[src/rtl/mq_pkg.sv]
// Shared constants and types of the multi-queue read switcher.
package mq_pkg;
    localparam int ADDR_W = 6;               // read address width
    localparam int DEV_W  = 3;               // device identity field width
    localparam int Q_W    = 2;               // queue number width
    localparam int NQ     = 1 << Q_W;        // number of queues

    // one pending queue selection in the switch pipeline
    typedef struct packed {
        logic           vld;
        logic [Q_W-1:0] q;
    } qsel_t;
endpackage

[src/rtl/mq_store.sv]
// Shared storage of all queues with per-queue pointers and occupancy.
// Assumes DEPTH is a power of two. The peek port returns the word that
// will be at the head of peek_q after this edge's pop has been applied.
module mq_store
    import mq_pkg::*;
#(
    parameter int DATA_W = 18,
    parameter int DEPTH  = 8
) (
    input  logic              clk,
    input  logic              rst_n,
    input  logic              wr_en,
    input  logic [Q_W-1:0]    wr_q,
    input  logic [DATA_W-1:0] wr_data,
    input  logic              pop_en,
    input  logic [Q_W-1:0]    pop_q,
    input  logic [Q_W-1:0]    peek_q,
    output logic              peek_vld,
    output logic [DATA_W-1:0] peek_data,
    output logic [NQ-1:0]     q_empty,
    output logic [NQ-1:0]     q_full
);
    localparam int PTR_W = (DEPTH > 1) ? $clog2(DEPTH) : 1;
    localparam int CNT_W = $clog2(DEPTH + 1);
    localparam int MEM_N = NQ * DEPTH;
    localparam logic [CNT_W-1:0] FULL_CNT = CNT_W'(DEPTH);

    logic [DATA_W-1:0] mem    [MEM_N];
    logic [PTR_W-1:0]  rd_ptr [NQ];
    logic [PTR_W-1:0]  wr_ptr [NQ];
    logic [CNT_W-1:0]  cnt    [NQ];

    logic wr_ok;
    logic pop_ok;

    // accept a push only below capacity, a pop only when a word exists
    always_comb begin
        wr_ok  = wr_en && (cnt[wr_q] != FULL_CNT);
        pop_ok = pop_en && (cnt[pop_q] != '0);
    end

    // per-queue pointer and occupancy bookkeeping
    always_ff @(posedge clk) begin
        if (!rst_n) begin
            for (int i = 0; i < NQ; i++) begin
                rd_ptr[i] <= '0;
                wr_ptr[i] <= '0;
                cnt[i]    <= '0;
            end
        end else begin
            for (int i = 0; i < NQ; i++) begin
                logic w_i;
                logic r_i;
                w_i = wr_ok && (wr_q == Q_W'(i));
                r_i = pop_ok && (pop_q == Q_W'(i));
                if (w_i) wr_ptr[i] <= wr_ptr[i] + PTR_W'(1);
                if (r_i) rd_ptr[i] <= rd_ptr[i] + PTR_W'(1);
                if (w_i && !r_i)      cnt[i] <= cnt[i] + CNT_W'(1);
                else if (r_i && !w_i) cnt[i] <= cnt[i] - CNT_W'(1);
            end
        end
    end

    // storage array write, not reset
    always_ff @(posedge clk) begin
        if (wr_ok) mem[{wr_q, wr_ptr[wr_q]}] <= wr_data;
    end

    // head of peek_q as it will stand after this edge's pop
    always_comb begin
        logic             same;
        logic [PTR_W-1:0] hp;
        same = pop_ok && (pop_q == peek_q);
        hp   = same ? rd_ptr[peek_q] + PTR_W'(1) : rd_ptr[peek_q];
        peek_vld  = same ? (cnt[peek_q] > CNT_W'(1)) : (cnt[peek_q] != '0);
        peek_data = mem[{peek_q, hp}];
    end

    // status flags, one pair per queue
    for (genvar g = 0; g < NQ; g++) begin : g_flags
        assign q_empty[g] = (cnt[g] == '0);
        assign q_full[g]  = (cnt[g] == FULL_CNT);
    end
endmodule

[src/rtl/mq_sel_pipe.sv]
// Read-queue selection pipeline. A selection captured on one edge
// becomes the read queue SW_LAT edges later, independent of any read
// enable. Assumes SW_LAT >= 2.
module mq_sel_pipe
    import mq_pkg::*;
#(
    parameter logic [DEV_W-1:0] DEV_ID = 3'd5,
    parameter int               SW_LAT = 2
) (
    input  logic             clk,
    input  logic             rst_n,
    input  logic             rad_en,
    input  logic [DEV_W-1:0] dev_field,
    input  logic [Q_W-1:0]   q_field,
    output logic [Q_W-1:0]   cur_q,
    output logic [Q_W-1:0]   nxt_q
);
    qsel_t stg [SW_LAT];
    logic  hit;

    // selection is taken only when addressed to this device
    assign hit = rad_en && (dev_field == DEV_ID);

    // queue that feeds the output after this edge
    assign nxt_q = stg[SW_LAT-1].vld ? stg[SW_LAT-1].q : cur_q;

    // shift pending selections and retire the oldest into cur_q
    always_ff @(posedge clk) begin
        if (!rst_n) begin
            for (int i = 0; i < SW_LAT; i++) stg[i] <= '0;
            cur_q <= '0;
        end else begin
            stg[0].vld <= hit;
            stg[0].q   <= q_field;
            for (int i = 1; i < SW_LAT; i++) stg[i] <= stg[i-1];
            cur_q <= nxt_q;
        end
    end
endmodule

[src/rtl/mq_dev_flag.sv]
// Flag-bus device select: remembers whether the last strobed identity
// matched this device.
module mq_dev_flag
    import mq_pkg::*;
#(
    parameter logic [DEV_W-1:0] DEV_ID = 3'd5
) (
    input  logic             clk,
    input  logic             rst_n,
    input  logic             estr,
    input  logic [DEV_W-1:0] dev_field,
    output logic             flag_sel
);
    // update only on a strobe, otherwise hold
    always_ff @(posedge clk) begin
        if (!rst_n)    flag_sel <= 1'b0;
        else if (estr) flag_sel <= (dev_field == DEV_ID);
    end
endmodule

[src/rtl/mq_out_reg.sv]
// Output register: loads the peeked head when one exists, otherwise
// drops valid and keeps the last word.
module mq_out_reg #(
    parameter int DATA_W = 18
) (
    input  logic              clk,
    input  logic              rst_n,
    input  logic              peek_vld,
    input  logic [DATA_W-1:0] peek_data,
    output logic [DATA_W-1:0] qout,
    output logic              qout_valid
);
    // first-word-fall-through view of the read queue
    always_ff @(posedge clk) begin
        if (!rst_n) begin
            qout       <= '0;
            qout_valid <= 1'b0;
        end else begin
            qout_valid <= peek_vld;
            if (peek_vld) qout <= peek_data;
        end
    end
endmodule

[src/rtl/mq_rd_switch.sv]
// Top of the multi-queue read switcher: storage, selection pipeline,
// flag-bus select and output register. Single clock for both ports.
module mq_rd_switch
    import mq_pkg::*;
#(
    parameter int               DATA_W = 18,
    parameter int               DEPTH  = 8,
    parameter logic [DEV_W-1:0] DEV_ID = 3'd5
) (
    input  logic              clk,
    input  logic              rst_n,
    input  logic              wr_en,
    input  logic [1:0]        wr_queue,
    input  logic [DATA_W-1:0] wr_data,
    input  logic              ren,
    input  logic              rad_en,
    input  logic              estr,
    input  logic [5:0]        rdadd,
    output logic [DATA_W-1:0] qout,
    output logic              qout_valid,
    output logic [3:0]        q_empty,
    output logic [3:0]        q_full,
    output logic              flag_sel
);
    logic [DEV_W-1:0]  dev_field;
    logic [Q_W-1:0]    q_field;
    logic              unused_rdadd_bit;
    logic [Q_W-1:0]    cur_q;
    logic [Q_W-1:0]    nxt_q;
    logic              pop_en;
    logic              peek_vld;
    logic [DATA_W-1:0] peek_data;

    // split the read address into identity and queue fields
    assign dev_field        = rdadd[ADDR_W-1 -: DEV_W];
    assign q_field          = rdadd[Q_W-1:0];
    assign unused_rdadd_bit = rdadd[2];

    // a read consumes only a word actually on view
    assign pop_en = ren && qout_valid;

    mq_store #(.DATA_W(DATA_W), .DEPTH(DEPTH)) u_store (
        .clk       (clk),
        .rst_n     (rst_n),
        .wr_en     (wr_en),
        .wr_q      (wr_queue),
        .wr_data   (wr_data),
        .pop_en    (pop_en),
        .pop_q     (cur_q),
        .peek_q    (nxt_q),
        .peek_vld  (peek_vld),
        .peek_data (peek_data),
        .q_empty   (q_empty),
        .q_full    (q_full)
    );

    mq_sel_pipe #(.DEV_ID(DEV_ID), .SW_LAT(2)) u_sel (
        .clk       (clk),
        .rst_n     (rst_n),
        .rad_en    (rad_en),
        .dev_field (dev_field),
        .q_field   (q_field),
        .cur_q     (cur_q),
        .nxt_q     (nxt_q)
    );

    mq_dev_flag #(.DEV_ID(DEV_ID)) u_flag (
        .clk       (clk),
        .rst_n     (rst_n),
        .estr      (estr),
        .dev_field (dev_field),
        .flag_sel  (flag_sel)
    );

    mq_out_reg #(.DATA_W(DATA_W)) u_out (
        .clk        (clk),
        .rst_n      (rst_n),
        .peek_vld   (peek_vld),
        .peek_data  (peek_data),
        .qout       (qout),
        .qout_valid (qout_valid)
    );
endmodule

[config.mk]
export PLATFORM = sky130hd
export DESIGN_NAME = mq_rd_switch
export DESIGN_NICKNAME = d
export VERILOG_FILES = /design/src/rtl/mq_pkg.sv /design/src/rtl/mq_store.sv /design/src/rtl/mq_sel_pipe.sv /design/src/rtl/mq_dev_flag.sv /design/src/rtl/mq_out_reg.sv /design/src/rtl/mq_rd_switch.sv
export SDC_FILE = /design/constraint.sdc
export NUM_CORES = 1
export LEC_CHECK = 0
export BUFFER_PORTS_ARGS = -buffer_cell sky130_fd_sc_hd__buf_2
export CORE_MARGIN = 10
export CORE_UTILIZATION = 67
export DETAILED_ROUTE_END_ITERATION = 10
export PLACE_DENSITY_LB_ADDON = 0.1
export SLEW_MARGIN = 40
export SYNTH_ARGS = -nofsm -noshare
export SYNTH_HDL_FRONTEND = slang
export SYNTH_HIERARCHICAL = 1
export SYNTH_SLANG_ARGS = --single-unit
export TNS_END_PERCENT = 50
[constraint.sdc]
create_clock -name clk -period 6.4 [get_ports clk]
set_input_delay 0.96 -clock clk [delete_from_list [all_inputs] [get_ports clk]]
set_output_delay 0.96 -clock clk [all_outputs]
set_load 0.05 [all_outputs]
# After elaboration in Yosys (flattened, before gate mapping)

Memories as Yosys holds them, arrays and structs flattened. A register that Yosys moved wholly into a read port is not among the register bits.
Index checks and enable logic that the tools add are counted.

Equality and inequality tests: 13
$lt $le $gt $ge: 1
Muxes and demuxes: 79
Add/subtract/negate cells: 17
Bitwise logic cells: 19
Reductions and logical operators: 38

Operators with widths:

| kind                                               | number |
|---|---|
| 2-to-1 mux 1 bit                                   | 58 |
| 2-to-1 mux 4 bit                                   | 8 |
| 2-to-1 mux 3 bit                                   | 10 |
| adder 3 x 1 -> 3 bit, second input constant        | 9 |
| logical AND 1 bit                                  | 21 |
| OR 1 bit                                           | 19 |
| adder 4 x 1 -> 4 bit, second input constant        | 4 |
| == test 4 bit, second input constant               | 4 |
| zero test 4 bit                                    | 4 |
| subtractor 4 x 1 -> 4 bit, second input constant   | 4 |
| zero test 1 bit                                    | 9 |
| == test 2 bit, second input constant               | 4 |
| nonzero test 4 bit                                 | 2 |
| 2-to-1 mux 2 bit                                   | 3 |
| == test 2 x 1 -> 1 bit, second input constant      | 2 |
| > comparator 4 x 1 -> 1 bit, second input constant | 1 |
| zero test 2 bit                                    | 2 |
| != test 4 bit, second input constant               | 1 |
| == test 3 bit, second input constant               | 1 |
| == test 2 bit                                      | 1 |

Input bits: 32
Output and inout bits: 28
Memories: 5
Register bits after elaboration: 4
Bits in writable memories: 622
Logic and storage cells: 175

Memory list:

| memory         | words | width | rd ports | clocked after memory_dff | wr ports | line              | source |
|---|---|---|---|---|---|---|---|
| u_store.mem    | 32    | 18    | 1        | 1                        | 1        | mq_store.sv:28    | `logic [DATA_W-1:0] mem [MEM_N];` |
| u_store.cnt    | 4     | 4     | 7        | 1                        | 4        | mq_store.sv:31    | `logic [CNT_W-1:0] cnt [NQ];` |
| u_store.rd_ptr | 4     | 3     | 5        | 0                        | 4        | mq_store.sv:29    | `logic [PTR_W-1:0] rd_ptr [NQ];` |
| u_store.wr_ptr | 4     | 3     | 5        | 0                        | 4        | mq_store.sv:30    | `logic [PTR_W-1:0] wr_ptr [NQ];` |
| u_sel.stg      | 2     | 3     | 2        | 0                        | 2        | mq_sel_pipe.sv:18 | `qsel_t stg [SW_LAT];` |

# Depth between registers and ports, before layout

An unclocked memory read counts as a cell.

Word-level depth: 11
Gate-level depth with buffers: 17
Mapped depth without buffers: 15

# Hierarchy

Netlist, hierarchy kept.

Modules (own cells, without submodules):

| module       | area each (µm²) | cells an instance | sequential area each (µm²) | instances |
|---|---|---|---|---|
| mq_store     | 25126.6         | 1764              | 18497.7                    | 1 |
| mq_out_reg   | 715.7           | 59                | 380.4                      | 1 |
| mq_sel_pipe  | 254.0           | 20                | 160.2                      | 1 |
| mq_dev_flag  | 42.5            | 4                 | 20.0                       | 1 |
| mq_rd_switch | 6.3             | 1                 | 0.0                        | 1 |

# Worst setup path before layout

OpenSTA, ideal clock, no wires.

Path type: register to register
From: memory u_store/cnt[1][1] (netlist name)
To: memory u_store/cnt[0][3] (netlist name), data pin
Arrival: 4.452 ns
Setup time: 0.255 ns
Slack: 1.693 ns
Clock period less this slack: 4.707 ns
Cell stages (with the launch flop): 14
Path buffers: 1
Path through: edfxtp_1 > nor4b_1 > mux4_2 > nor2b_1 > clkbuf_1 > and2_1 > or2_2 > inv_1 > ha_1 > a21o_1 > a21oi_1 > xnor2_1 > mux2i_1 > and2_1

RTL lines:

| what        | line |
|---|---|
| from (decl) | mq_store.sv:31 |

# Final worst setup path

From: register u_sel.cur_q[0]
To: register u_out.qout[14], read port of u_store.mem

Longest elaborated chain between the ends: 4
Elaborated cells between the ends (all ways): 10
Classes of those cells: 1 x add/sub; 1 x order compare; 1 x eq/ne; 3 x mux; 2 x reduce/logical; 2 x memory

Ends and longest elaborated chain:

| what                                                        | line                           | source |
|---|---|---|
| from (decl)                                                 | mq_sel_pipe.sv:15              | `output logic [Q_W-1:0] cur_q,` |
| from (signal assigned)                                      | mq_sel_pipe.sv:36              | `cur_q <= nxt_q;` |
| 2-to-1 mux 2 bit (*)                                        | mq_sel_pipe.sv:25              | `assign nxt_q = stg[SW_LAT-1].vld ? stg[SW_LAT-1].q : cur_q;` |
| net nxt_q[0]                                                | mq_rd_switch.sv:29             | `logic [Q_W-1:0] nxt_q;` |
| memory (4 x 4 bit), or another cell as far along            | n/a                            |  |
| > comparator 4 x 1 -> 1 bit, or another cell as far along   | mq_store.sv:75                 | `peek_vld = same ? (cnt[peek_q] > CNT_W'(1)) : (cnt[peek_q] != '0);` |
| 2-to-1 mux 1 bit / 2-to-1 mux 3 bit (equally long branches) | mq_store.sv:75, mq_store.sv:74 |  |
| to (decl)                                                   | mq_out_reg.sv:10               | `output logic [DATA_W-1:0] qout,` |

The timed path passes the listed nets; every way through them passes the cells marked *.
A chain may end at the register's enable or synchronous reset.

==> impl_metrics.py <==
metrics = {
    "sta": {
        "finalSetupViolations": 0,
        "slew-limit-headroom": 0.481,
        "drv_slew": 0,
        "worst_slack_ps": 1520,
        "post-route-min-period_ps": 4880,
        "rsz0062_at_grt": "no",
        "final-hold-violation-count": 0,
        "fin_skew_ps": 21.5,
        "fin_setup_tns_ps": 0,
        "whs_ps": 434,
        "fmax_mhz": 205,
        "finalCritPeriodShare": 0.763,
        "worst_pin_slew_ps": 776,
    },
    "global_routing": {
        "grt_use_total": 0.268,
        "grt_pass1_vias": 15713,
        "antenna_found_initial": 1,
        "grt_overflow": 0,
        "grt_max_degree": 98,
        "grt_pass1_wl_mm": 95.2,
    },
    "worst_setup_path": {
        "crit_path_start_kind": "register",
        "path_common_cell": "mux2i_1",
        "startpoint": "u_sel/cur_q[0]",
        "r2r_start": "u_sel/cur_q[0]",
        "crit_chain": "mux2_4 -> mux4_2 -> ha_1 -> inv_1 -> o21ai_4 -> buf_12 -> mux2i_1 -> a32oi_1 -> nand4_1 -> nor3_1 -> mux2i_1 -> nor2b_1",
        "arrival_ps": 5440,
        "critPathKind": "register to register",
        "crit_fanout": 97,
        "end_kind": "register",
        "crit_required_ps": 6960,
        "r2r_setup_slack_ps": 1520,
        "slowest_stage": "mux4_2",
        "slowest_delay_ps": 660,
    },
    "placement": {
        "gp_congestion": 0.868,
        "placed_cell_area_um2": 27200,
        "numPortBuffers": 58,
        "dpl_worst_slack_ps": 1600,
        "dp.final_hpwl_mm": 36.4,
        "dp.cells": 2389,
    },
    "flow_run": {
        "drv_cap": 0,
    },
    "die": {
        "start_util": 0.677,
        "placementRows": 72,
        "dieArea_um2": 47300,
        "io_pins": 60,
        "fp.dieH_um": 218,
        "die_w_um": 218,
        "core_um2": 38600,
    },
    "synth": {
        "synthesis.area_um2": 26100,
        "syn_avg_cell_area_um2": 14.1,
        "syn_inst": 1848,
        "async_flop_share": 0,
        "synth_top_family_by_area": "simple AND/OR/NAND/NOR gates",
        "synth_xor_xnor_area_share": 0.00699,
        "synth.top_cells.by_area": "edfxtp_1, nand2_1, mux2i_1, nor2_1, a32oi_1",
        "synthAdderAreaFrac": 0.0104,
        "ys_ff_latch": 644,
        "ys_warn_count": 6,
        "synth_fp_nets": 1900,
        "synth.yosys.seq_area_share": 0.729,
        "synth_edf_count": 616,
        "synth.distinct_cells": 71,
        "synth-compound-area-share": 0.0494,
        "ys.flop_type": "edfxtp_1",
        "synth-simple-area-share": 0.140,
        "synth_top_area_cell": "edfxtp_1",
        "muxShareOfSynthArea": 0.0422,
        "synth_top_area_share": 0.708,
    },
    "layout": {
        "syn2layout_area_growth_pct": 11.6,
        "antenna_cells": 0,
        "mostFrequentLayoutCells": "edfxtp_1, nand2_1, nor2_1",
        "mostFrequentLayoutCell": "edfxtp_1",
        "drive_gt1_frac": 0.145,
        "fin_nets": 1986,
        "finish.utilization": 0.755,
        "final_cells": 2501,
        "post-route-cell-area_um2": 29200,
    },
    "routing": {
        "top_layer_used": "met5",
        "first_pass_iters": 5,
        "wl_met2_mm": 31.0,
        "routedWlPerCell_um": 25.3,
        "met1Wirelength_mm": 23.5,
        "routed_wl_mm": 63.2,
        "post_drt_via_cell_ratio": 6.38,
        "drcViolationCount": 0,
        "vias": 15953,
        "drt-initial-drc-count": 1733,
        "met3_length_mm": 6.06,
        "ant_nets": 0,
    },
    "clock_network": {
        "clock_latency_ps": 620,
        "hold_buffers": 0,
        "numCtsBuffers": 61,
        "cts_sinks": 644,
        "cts-root-buf": "clkbuf_16",
        "htreeDepth": 2,
        "path_clk_slew_ps": 60,
        "clk_path_buf_depth": 3,
        "cts_tree": "built",
        "post-cts-setup-buffers": 0,
        "cts-resized-gates": 0,
    },
    "power_and_ir_drop": {
        "p_leak_nw": 10.1,
        "power.switching_mw": 2.07,
        "ir_worst_vdd_v": 0.000220,
        "clock_power_share": 0.395,
        "power.density_nw_per_um2": 309,
        "p_int_mw": 6.95,
        "swShare": 0.229,
        "p_comb_frac": 0.082,
        "power.total_mw": 9.02,
        "seqPwrFrac": 0.524,
    },
    "hold_path": {
        "worstHoldPathType": "register to register",
        "min-delay-start": "u_sel/stg[0][0]",
    },
    "outcome": {
        "status": "complete, no violations",
    },
}
## cell families (layout without fill, tap and decap cells)
logic type,after synthesis,count (layout)
buffers and inverters,112,247
XOR/XNOR,20,20
adder cells (fa/ha/maj),20,20
flip-flops,644,644
multiplexers,100,100
AND/OR/NAND/NOR,793,793
AO/OA/AOI/OAI,159,159
## final cells by class
type                       count  area, um^2
timing repair buffer         118         761
sequential                   644       19100
clock buffer                  71        1560
multi-input combinational   1092        6680
clock inverter                41         405
fill                        2347        9470
tap                          518         648
inverter                      17        63.8
## state kept, by name, indices dropped and copies added (netlist names)
signal	flops
u_store/rd_ptr	12
u_sel/stg	6
u_out/qout	18
u_flag/flag_sel	1
u_sel/cur_q	2
u_store/cnt	16
u_store/mem	576
u_store/wr_ptr	12
u_out/qout_valid	1
## critical path: cells and delay by family (launching register included)
family                     cells  cell delay, ps
AOI/OAI and AO/OA              2             700
adders and majority gates      1             470
and+or+nand+nor                3             970
buffers and inverters          2             600
DFF                            1             580
muxes                          4            1410
## power by group through the flow
stage               sequential [mW]  clock [mW]  combinational, mW
floorplan                      4.87           0              0.413
global placement               4.81           0              0.705
detailed placement             4.81           0              0.732
CTS                            4.72        3.60              0.737
global route                   4.73        3.76              0.792
finish                         4.72        3.56              0.739
## Yosys cell counts (all sizes together), types with 13 or more instances
cell type	n
a211oi	20
a31oi	21
a32oi	71
and2	33
buf	68
clkbuf	27
dfxtp	28
edfxtp	616
ha	17
inv	17
mux2i	91
nand2	356
nand3	82
nand4	37
nor2	181
nor2b	22
nor3	27
o221ai	17
xnor2	13
## layer usage
metal  up-vias  track usage
li1       7069            -
met1      7901        0.344
met2       829        0.442
met3       152       0.0509
met4         2        0.117
met5         -            0
## path summary, 6_finish.rpt
path	end	depth (start not counted)
max	u_out/qout[14]	12
min	u_sel/stg[0][3]	1
max reg2reg	u_out/qout[14]	12
min reg2reg	u_sel/stg[0][3]	1
No activity file was read; power rests on OpenSTA's default activity.
